## config.mk

```make
export PLATFORM = sky130hd
export DESIGN_NAME = wox_xcvr
export DESIGN_NICKNAME = d
export VERILOG_FILES = /design/src/rtl/wox_pkg.sv /design/src/rtl/wox_mode_dec.sv /design/src/rtl/wox_cap_reg.sv /design/src/rtl/wox_oc_drv.sv /design/src/rtl/wox_xcvr.sv
export SDC_FILE = /design/constraint.sdc
export NUM_CORES = 1
export LEC_CHECK = 0
export BUFFER_PORTS_ARGS = -buffer_cell sky130_fd_sc_hd__buf_2
export CAP_MARGIN = 25
export CORE_UTILIZATION = 24
export DETAILED_ROUTE_END_ITERATION = 7
export PLACE_DENSITY = 0.53
export SLEW_MARGIN = 30
export SYNTH_ARGS = -nofsm -noshare
export SYNTH_HDL_FRONTEND = slang
export SYNTH_SLANG_ARGS = --single-unit
```

## constraint.sdc

```tcl
create_clock -name clk -period 1.14 [get_ports clk]
set_input_delay 0.057 -clock clk [delete_from_list [all_inputs] [get_ports clk]]
set_output_delay 0.057 -clock clk [all_outputs]
set_load 0.005 [all_outputs]
```

## src/rtl/wox_pkg.sv

```systemverilog
package wox_pkg;

    // Number of data groups; each group is paired with one lane.
    localparam int N_GRP = 2;

    // Decoded drive permissions for one cycle.
    typedef struct packed {
        logic             data_tx;   // pull B data lines from the selected source
        logic [N_GRP-1:0] lane_tx;   // pull B lanes
        logic             lane2_alt; // lane 2 source is the auxiliary input
        logic [N_GRP-1:0] grp_rx;    // drive A data group and lane from B
        logic             bclk_out;  // bus clock pin turned to output
        logic             alt_out;   // auxiliary output driven
    } drive_en_t;

endpackage

```

## src/rtl/wox_mode_dec.sv

```systemverilog
module wox_mode_dec
    import wox_pkg::*;
(
    input  logic             clk,
    input  logic             rst_n,
    input  logic             xmit_en_n,
    input  logic [N_GRP-1:0] grp_rx_en_n,
    input  logic             clk_pin_in_n,
    input  logic             slave_sel,
    input  logic             rx_mode,
    input  logic             tx_mode,
    input  logic             pwr_ready,
    output drive_en_t        en_o
);

    logic tx_on;
    logic rx_on;
    logic drive_ok;

    always_comb begin
        tx_on    = tx_mode & ~rx_mode;
        rx_on    = rx_mode & ~tx_mode;
        drive_ok = tx_on & pwr_ready;

        en_o           = '0;
        en_o.data_tx   = drive_ok & ~xmit_en_n & (&grp_rx_en_n);
        en_o.lane_tx[0] = drive_ok & ~slave_sel & grp_rx_en_n[0];
        en_o.lane_tx[1] = drive_ok & grp_rx_en_n[1];
        en_o.lane2_alt = ~xmit_en_n;
        en_o.grp_rx    = {N_GRP{rx_on}} & ~grp_rx_en_n;
        en_o.bclk_out  = ~clk_pin_in_n & (tx_on | rx_on);
        en_o.alt_out   = rx_on;
    end


    standby_quiet_chk: assert property (@(posedge clk) disable iff (!rst_n)
        (tx_mode == rx_mode) |-> (!en_o.data_tx && en_o.lane_tx == '0 &&
                                  en_o.grp_rx == '0 && !en_o.bclk_out && !en_o.alt_out));


    power_inhibit_chk: assert property (@(posedge clk) disable iff (!rst_n)
        !pwr_ready |-> (!en_o.data_tx && en_o.lane_tx == '0));


    slave_gate_chk: assert property (@(posedge clk) disable iff (!rst_n)
        slave_sel |-> !en_o.lane_tx[0]);

endmodule

```

## src/rtl/wox_cap_reg.sv

```systemverilog
module wox_cap_reg #(
    parameter int W = 9
) (
    input  logic         clk,
    input  logic         rst_n,
    input  logic         strobe_i,
    input  logic [W-1:0] din,
    output logic [W-1:0] dout
);

    typedef struct packed {
        logic [W-1:0] cap;
        logic         prev;
    } cap_state_t;

    cap_state_t st_d;
    cap_state_t st_q;

    always_comb begin
        st_d      = st_q;
        st_d.prev = strobe_i;
        if (strobe_i && !st_q.prev) begin
            st_d.cap = din;
        end
    end

    always_ff @(posedge clk or negedge rst_n) begin
        if (!rst_n) begin
            st_q.cap  <= '1;
            st_q.prev <= 1'b1;
        end else begin
            st_q <= st_d;
        end
    end

    assign dout = st_q.cap;


    capture_on_edge_chk: assert property (@(posedge clk) disable iff (!rst_n)
        ($past(rst_n) && $rose(strobe_i)) |=> (dout == $past(din)));


    hold_between_edges_chk: assert property (@(posedge clk) disable iff (!rst_n)
        ($past(rst_n) && !$rose(strobe_i)) |=> $stable(dout));

endmodule

```

## src/rtl/wox_oc_drv.sv

```systemverilog
module wox_oc_drv #(
    parameter int W = 8
) (
    input  logic [W-1:0] val_i,
    input  logic [W-1:0] en_i,
    output logic [W-1:0] pd_o
);

    for (genvar i = 0; i < W; i++) begin : g_bit
        assign pd_o[i] = en_i[i] & ~val_i[i];
    end

endmodule

```

## src/rtl/wox_xcvr.sv

```systemverilog
module wox_xcvr
    import wox_pkg::*;
#(
    parameter  int GRP_W = 4,
    localparam int DW    = GRP_W * N_GRP
) (
    input  logic             clk,
    input  logic             rst_n,
    input  logic             xmit_en_n,
    input  logic [N_GRP-1:0] grp_rx_en_n,
    input  logic             clk_pin_in_n,
    input  logic             slave_sel,
    input  logic             reg_mode,
    input  logic             rx_mode,
    input  logic             tx_mode,
    input  logic             pwr_ready,
    input  logic [DW-1:0]    a_data_i,
    output logic [DW-1:0]    a_data_o,
    output logic [N_GRP-1:0] a_grp_oe,
    input  logic [N_GRP-1:0] a_lane_i,
    output logic [N_GRP-1:0] a_lane_o,
    output logic [N_GRP-1:0] a_lane_oe,
    input  logic             a_bclk_i,
    output logic             a_bclk_o,
    output logic             a_bclk_oe,
    input  logic             alt_in_i,
    output logic             alt_out_o,
    output logic             alt_out_oe,
    input  logic [DW-1:0]    b_data_i,
    output logic [DW-1:0]    b_data_pd,
    input  logic [N_GRP-1:0] b_lane_i,
    output logic [N_GRP-1:0] b_lane_pd
);

    drive_en_t        en;
    logic [DW:0]      cap;
    logic [DW-1:0]    data_src;
    logic             lane2_src;
    logic [N_GRP-1:0] lane_src;
    logic [DW-1:0]    grp_oe_bits;

    wox_mode_dec u_dec (
        .clk          (clk),
        .rst_n        (rst_n),
        .xmit_en_n    (xmit_en_n),
        .grp_rx_en_n  (grp_rx_en_n),
        .clk_pin_in_n (clk_pin_in_n),
        .slave_sel    (slave_sel),
        .rx_mode      (rx_mode),
        .tx_mode      (tx_mode),
        .pwr_ready    (pwr_ready),
        .en_o         (en)
    );

    wox_cap_reg #(.W(DW + 1)) u_cap (
        .clk      (clk),
        .rst_n    (rst_n),
        .strobe_i (a_bclk_i),
        .din      ({alt_in_i, a_data_i}),
        .dout     (cap)
    );

    always_comb begin
        data_src  = reg_mode ? cap[DW-1:0] : a_data_i;
        if (en.lane2_alt) begin
            lane2_src = reg_mode ? cap[DW] : alt_in_i;
        end else begin
            lane2_src = a_lane_i[1];
        end
        lane_src = {lane2_src, a_lane_i[0]};
    end

    wox_oc_drv #(.W(DW)) u_data_drv (
        .val_i (data_src),
        .en_i  ({DW{en.data_tx}}),
        .pd_o  (b_data_pd)
    );

    wox_oc_drv #(.W(N_GRP)) u_lane_drv (
        .val_i (lane_src),
        .en_i  (en.lane_tx),
        .pd_o  (b_lane_pd)
    );

    for (genvar g = 0; g < N_GRP; g++) begin : g_rx
        assign a_data_o[g*GRP_W +: GRP_W] = en.grp_rx[g] ? b_data_i[g*GRP_W +: GRP_W] : '0;
        assign grp_oe_bits[g*GRP_W +: GRP_W] = {GRP_W{en.grp_rx[g]}};
        assign a_lane_o[g] = en.grp_rx[g] & b_lane_i[g];
    end

    assign a_grp_oe   = en.grp_rx;
    assign a_lane_oe  = en.grp_rx;
    assign a_bclk_oe  = en.bclk_out;
    assign a_bclk_o   = en.bclk_out & b_lane_i[0];
    assign alt_out_oe = en.alt_out;
    assign alt_out_o  = en.alt_out & b_lane_i[1];


    no_fight_data_chk: assert property (@(posedge clk) disable iff (!rst_n)
        (grp_oe_bits & b_data_pd) == '0);


    no_fight_lane_chk: assert property (@(posedge clk) disable iff (!rst_n)
        (a_lane_oe & b_lane_pd) == '0);


    released_high_chk: assert property (@(posedge clk) disable iff (!rst_n)
        !reg_mode |-> ((b_data_pd & a_data_i) == '0));


    bus_quiet_unpowered_chk: assert property (@(posedge clk) disable iff (!rst_n)
        !pwr_ready |-> (b_data_pd == '0 && b_lane_pd == '0));


    clk_pin_input_chk: assert property (@(posedge clk) disable iff (!rst_n)
        clk_pin_in_n |-> !a_bclk_oe);


    alt_out_value_chk: assert property (@(posedge clk) disable iff (!rst_n)
        alt_out_oe |-> (alt_out_o == b_lane_i[1]));

endmodule

```

# Word-level counts from Yosys, hierarchy flattened
# Cells that the tools add are included.
word_totals:
  register_bits: 10
  in_bits: 33
  out_inout_bits: 28
  wordCells: 51
classes:
  muxes: 5
  n_bitwise: 41
  n_reduce_logical: 3
op_table:
  columns: ["op", "count"]
  rows:
  - ["bitwise AND 1 bit", 23]
  - ["inverter 1 bit", 15]
  - ["two-way mux 4 bit", 2]
  - ["two-way mux 8 bit", 1]
  - ["bitwise AND 2 bit", 1]
  - ["two-way mux 1 bit", 2]
  - ["inverter 2 bit", 1]
  - ["AND reduction 2 bit", 1]
  - ["logical AND 1 bit", 1]
  - ["logical NOT 1 bit", 1]
  - ["bitwise OR 1 bit", 1]

# Longest topological paths before layout
depth:
  ltp_word: 6
  mapped_depth: 4
  ltp_nobuf: 4

# Hierarchy
# Synthesis repeated with hierarchy kept, for this count alone.
hier_totals:
  hier_cells: 79
  hier_area_um2: 942.2
modules_own_cells:
  columns: ["module", "instances", "cells_per_inst", "area_per_inst_um2", "seq_area_each_um2"]
  rows:
  - ["wox_cap_reg", 1, 30, 499.2, 262.8]
  - ["wox_xcvr", 1, 26, 210.2, 0.0]
  - ["wox_oc_drv at u_data_drv", 1, 8, 110.1, 0.0]
  - ["wox_mode_dec", 1, 13, 95.1, 0.0]
  - ["wox_oc_drv at u_lane_drv", 1, 2, 27.5, 0.0]

# Worst setup path before layout
# No wires, ideal clock.
synth_timing:
  kind: "reg-to-reg"
  from: "register u_cap.st_q[0] (netlist bit)"
  to: "register, netlist name u_cap.dout[0]"
  setup_ns: 0.082
  t_arrival_ns: 1.089
  required_time_ns: 1.058
  setup_slack_ns: -0.032
  stages_incl_launch_ff: 4
  path_buffers: 1
  synth_period_minus_slack_ns: 1.172
  cell_sequence: "dfstp_2 nand2b_1 buf_2 mux2_2"
synth_via:
  elab_chain_cells: 2
synth_rtl:
  columns: ["element", "line", "text"]
  rows:
  - ["start, declared", "wox_cap_reg.sv:17", "cap_state_t st_q;"]
  - ["start signal, assigned", "wox_cap_reg.sv:32", "st_q <= st_d;"]
  - ["logical NOT 1 bit", "wox_cap_reg.sv:22", "if (strobe_i && !st_q.prev) begin"]
  - ["logical AND 1 bit", "wox_cap_reg.sv:22", null]
# Every way passes these cells.
# A chain may end at the register's enable or synchronous reset.

# Worst setup path in the final report
layout_timing:
  from: "register, netlist name u_cap.dout[1]"
  to: "output port b_data_pd[1]"
layout_via:
  elab_chain_cells: 3
layout_rtl:
  columns: ["element", "line", "text"]
  rows:
  - ["two-way mux 8 bit", "wox_xcvr.sv:64", "data_src = reg_mode ? cap[DW-1:0] : a_data_i;"]
  - ["inverter 1 bit", "wox_oc_drv.sv:10", "assign pd_o[i] = en_i[i] & ~val_i[i];"]
  - ["bitwise AND 1 bit", "wox_oc_drv.sv:10", null]
  - ["end, declared", "wox_xcvr.sv:30", "output logic [DW-1:0] b_data_pd,"]
# Every way passes these cells.

==> out/results.txt <==
Nets: 167
Fmax achieved: 791 MHz
wire length of the first global-routing pass: 2990 µm
antenna violations before repair: 0
worst min path class: input pin to flop
vias in the first global route: 685
TritonCTS clock tree: yes
final period utilization: 111%
Relative slew margins: 79.8%
via count: 736
measured slew at the worst slew-check pin: 304 ps
# IOs: 61
Synth Warn #: 0
Filler Cells Inserted: 330
chip width: 59.7 µm
maxcap violations: 0
post-CTS setup buffers: 0
crit path launch type: flop
drt drc: 0
starting density of the core: 25.7%
pin count of the biggest net entering global routing: 11
Total Wirelength: 1980 µm
gpl congestion: 0.636
worst setup margin: -125 ps
share of layout cells above drive strength 1: 81.7%
WS Path Type: flop to output pin
register area share after synthesis: 32.9%
type of destination of the critical path: output pin
clk root buf: clkbuf_4
PwrDens: 881 mW/mm²
die area: 0.00356 mm²
CP max FO: 2
design area: 0.00127 mm²
violated checks: negative setup slack
Setup WS pre-CTS: -48.8 ps
Worst-Skew Late Latency: 270 ps
FF+latch count, synth: 10
leakage: 0.699 nW
CP Data Arrival Time: 1210 ps
reg-to-reg slack, setup: -30 ps
H-tree lvl count: 1
wire per inst: 11.3 µm
CTS clk-pin slew, worst paths: 70 ps
mean area per synthesized cell: 12.3 µm²
Port Buffers: 60
router iterations before antenna repair: 4
Setup Skew: 7.28 ps
max-slew violation count: 0
unrepaired setup endpoints after global routing: yes
core area: 0.00310 mm²
Gate Count Post-Synth: 65
Distinct cells, synth: 18
hpwl dp: 1530 µm
Via density: 4.21
Clock Tree Buf Depth: 2
Syn Nets: 100
maximum vdd drop: 722 µV
Clock Sinks: 10
final hold vios: 0
grt ovf: 0
1st-iter DRT viols: 5
# diodes: 0
CTS Buf Count: 3
area grow syn2layout: 59.7%
Final setup viols: 11
Cell Rows: 20
WP data required: 1080 ps
GRT Overall Usage: 11.4%
Die H: 59.7 µm
Cell Area, Placed: 0.00115 mm²
Period minus WS final: 1260 ps
Syn Std Cell Area: 798 µm²
outcome: finished, violations left
Post-DRT Antenna Nets: 0
worst max-delay path, stage by stage, from the launching register on:
cell and delay [ps]:
dfstp_2 370, mux2_4 250, nor3b_2 180, buf_2 140
synth_stat cells:
library cell	count	area (µm²)
and2_1	11	68.8
and2b_1	1	7.51
buf_2	1	5.00
buf_4	2	15.0
buf_6	1	11.3
dfstp_2	10	263
ha_1	2	25.0
inv_1	2	7.51
mux2_2	10	113
mux2_4	8	120
nand2_1	2	7.51
nand2b_1	1	6.26
nand4b_2	1	15.0
nor2_1	1	3.75
nor2b_1	2	12.5
nor3b_2	8	100
nor4b_1	1	8.76
o32ai_1	1	8.76
power by group:
| group | switching [mW] | internal [mW] | leakage [nW] | total (mW) |
|---|---|---|---|---|
| combinational | 0.114 | 0.216 | 0.573 | 0.330 |
| clock | 0.132 | 0.194 | 0.0210 | 0.326 |
| sequential | 0.0271 | 0.440 | 0.105 | 0.467 |
timing repair:
item                                    CTS  global route
hold buffers                              2             0
endpoints found under the setup margin   18            18
endpoints found under the hold margin    11             0
pin swaps                                 8             3
resized for setup                        12             3
layout by cell type, fill, tap and decap left out, drive strengths merged, types with 4 or more instances in the layout:
cell	netlist	final
dfstp	10	10
clkbuf	0	4
nor3b	8	8
buf	4	64
and2	11	11
mux2	18	18
state kept, by name, indices dropped and copies added, names as in the netlist:
signal	count
u_cap.st_q	1
u_cap.dout	9
final timing paths:
path                                           start                         to  cells after the start
hold reg to reg            u_cap.dout[8]$_DFFE_PN1P_  u_cap.dout[8]$_DFFE_PN1P_                      1
setup reg to reg             u_cap.st_q[0]$_DFF_PN1_  u_cap.dout[7]$_DFFE_PN1P_                      3
hold / removal                           a_data_i[6]  u_cap.dout[6]$_DFFE_PN1P_                      2
min in group asynchronous                      rst_n    u_cap.st_q[0]$_DFF_PN1_                      2
max in group asynchronous                      rst_n  u_cap.dout[5]$_DFFE_PN1P_                      2
setup / recovery           u_cap.dout[1]$_DFFE_PN1P_               b_data_pd[1]                      3
metal layers:
| layer | vias up | track usage [%] | wire length, µm |
|---|---|---|---|
| li1 | 357 | - | - |
| met5 | - | 0 | 0 |
| met4 | 0 | 2.99 | 8 |
| met3 | 2 | 4.11 | 251 |
| met1 | 322 | 12.6 | 804 |
| met2 | 55 | 20.5 | 913 |
metrics by stage:
stage	TNS (ps)	hold WS, ps	power [mW]	util [%]	cells
after floorplan	0	-90.8	0.637	-	65
after global placement	-132	152	0.743	37.1	169
after detailed placement	-272	167	0.749	37.1	169
after CTS	-1020	31.3	1.13	40.6	175
after global routing	-1660	32.8	1.19	41.1	175
final	-879	33.5	1.12	41.1	175
cell type report:
type	count	area [µm²]	share of cell area [%]
well taps	44	55.1	4.32
clock buffers	4	36.3	2.85
inverters	2	7.51	0.589
flip-flops and latches	10	263	20.6
repair buffers	66	362	28.4
multi-input cells	49	552	43.3
cells by family after synthesis:
group | synth area share, %
adders and majority gates | 3.13
AOI/OAI and AO/OA | 1.10
DFF | 32.9
buffers and inverters | 4.86
and+or+nand+nor | 28.8
muxes | 29.2
No activity file was read; power rests on OpenSTA's default activity.
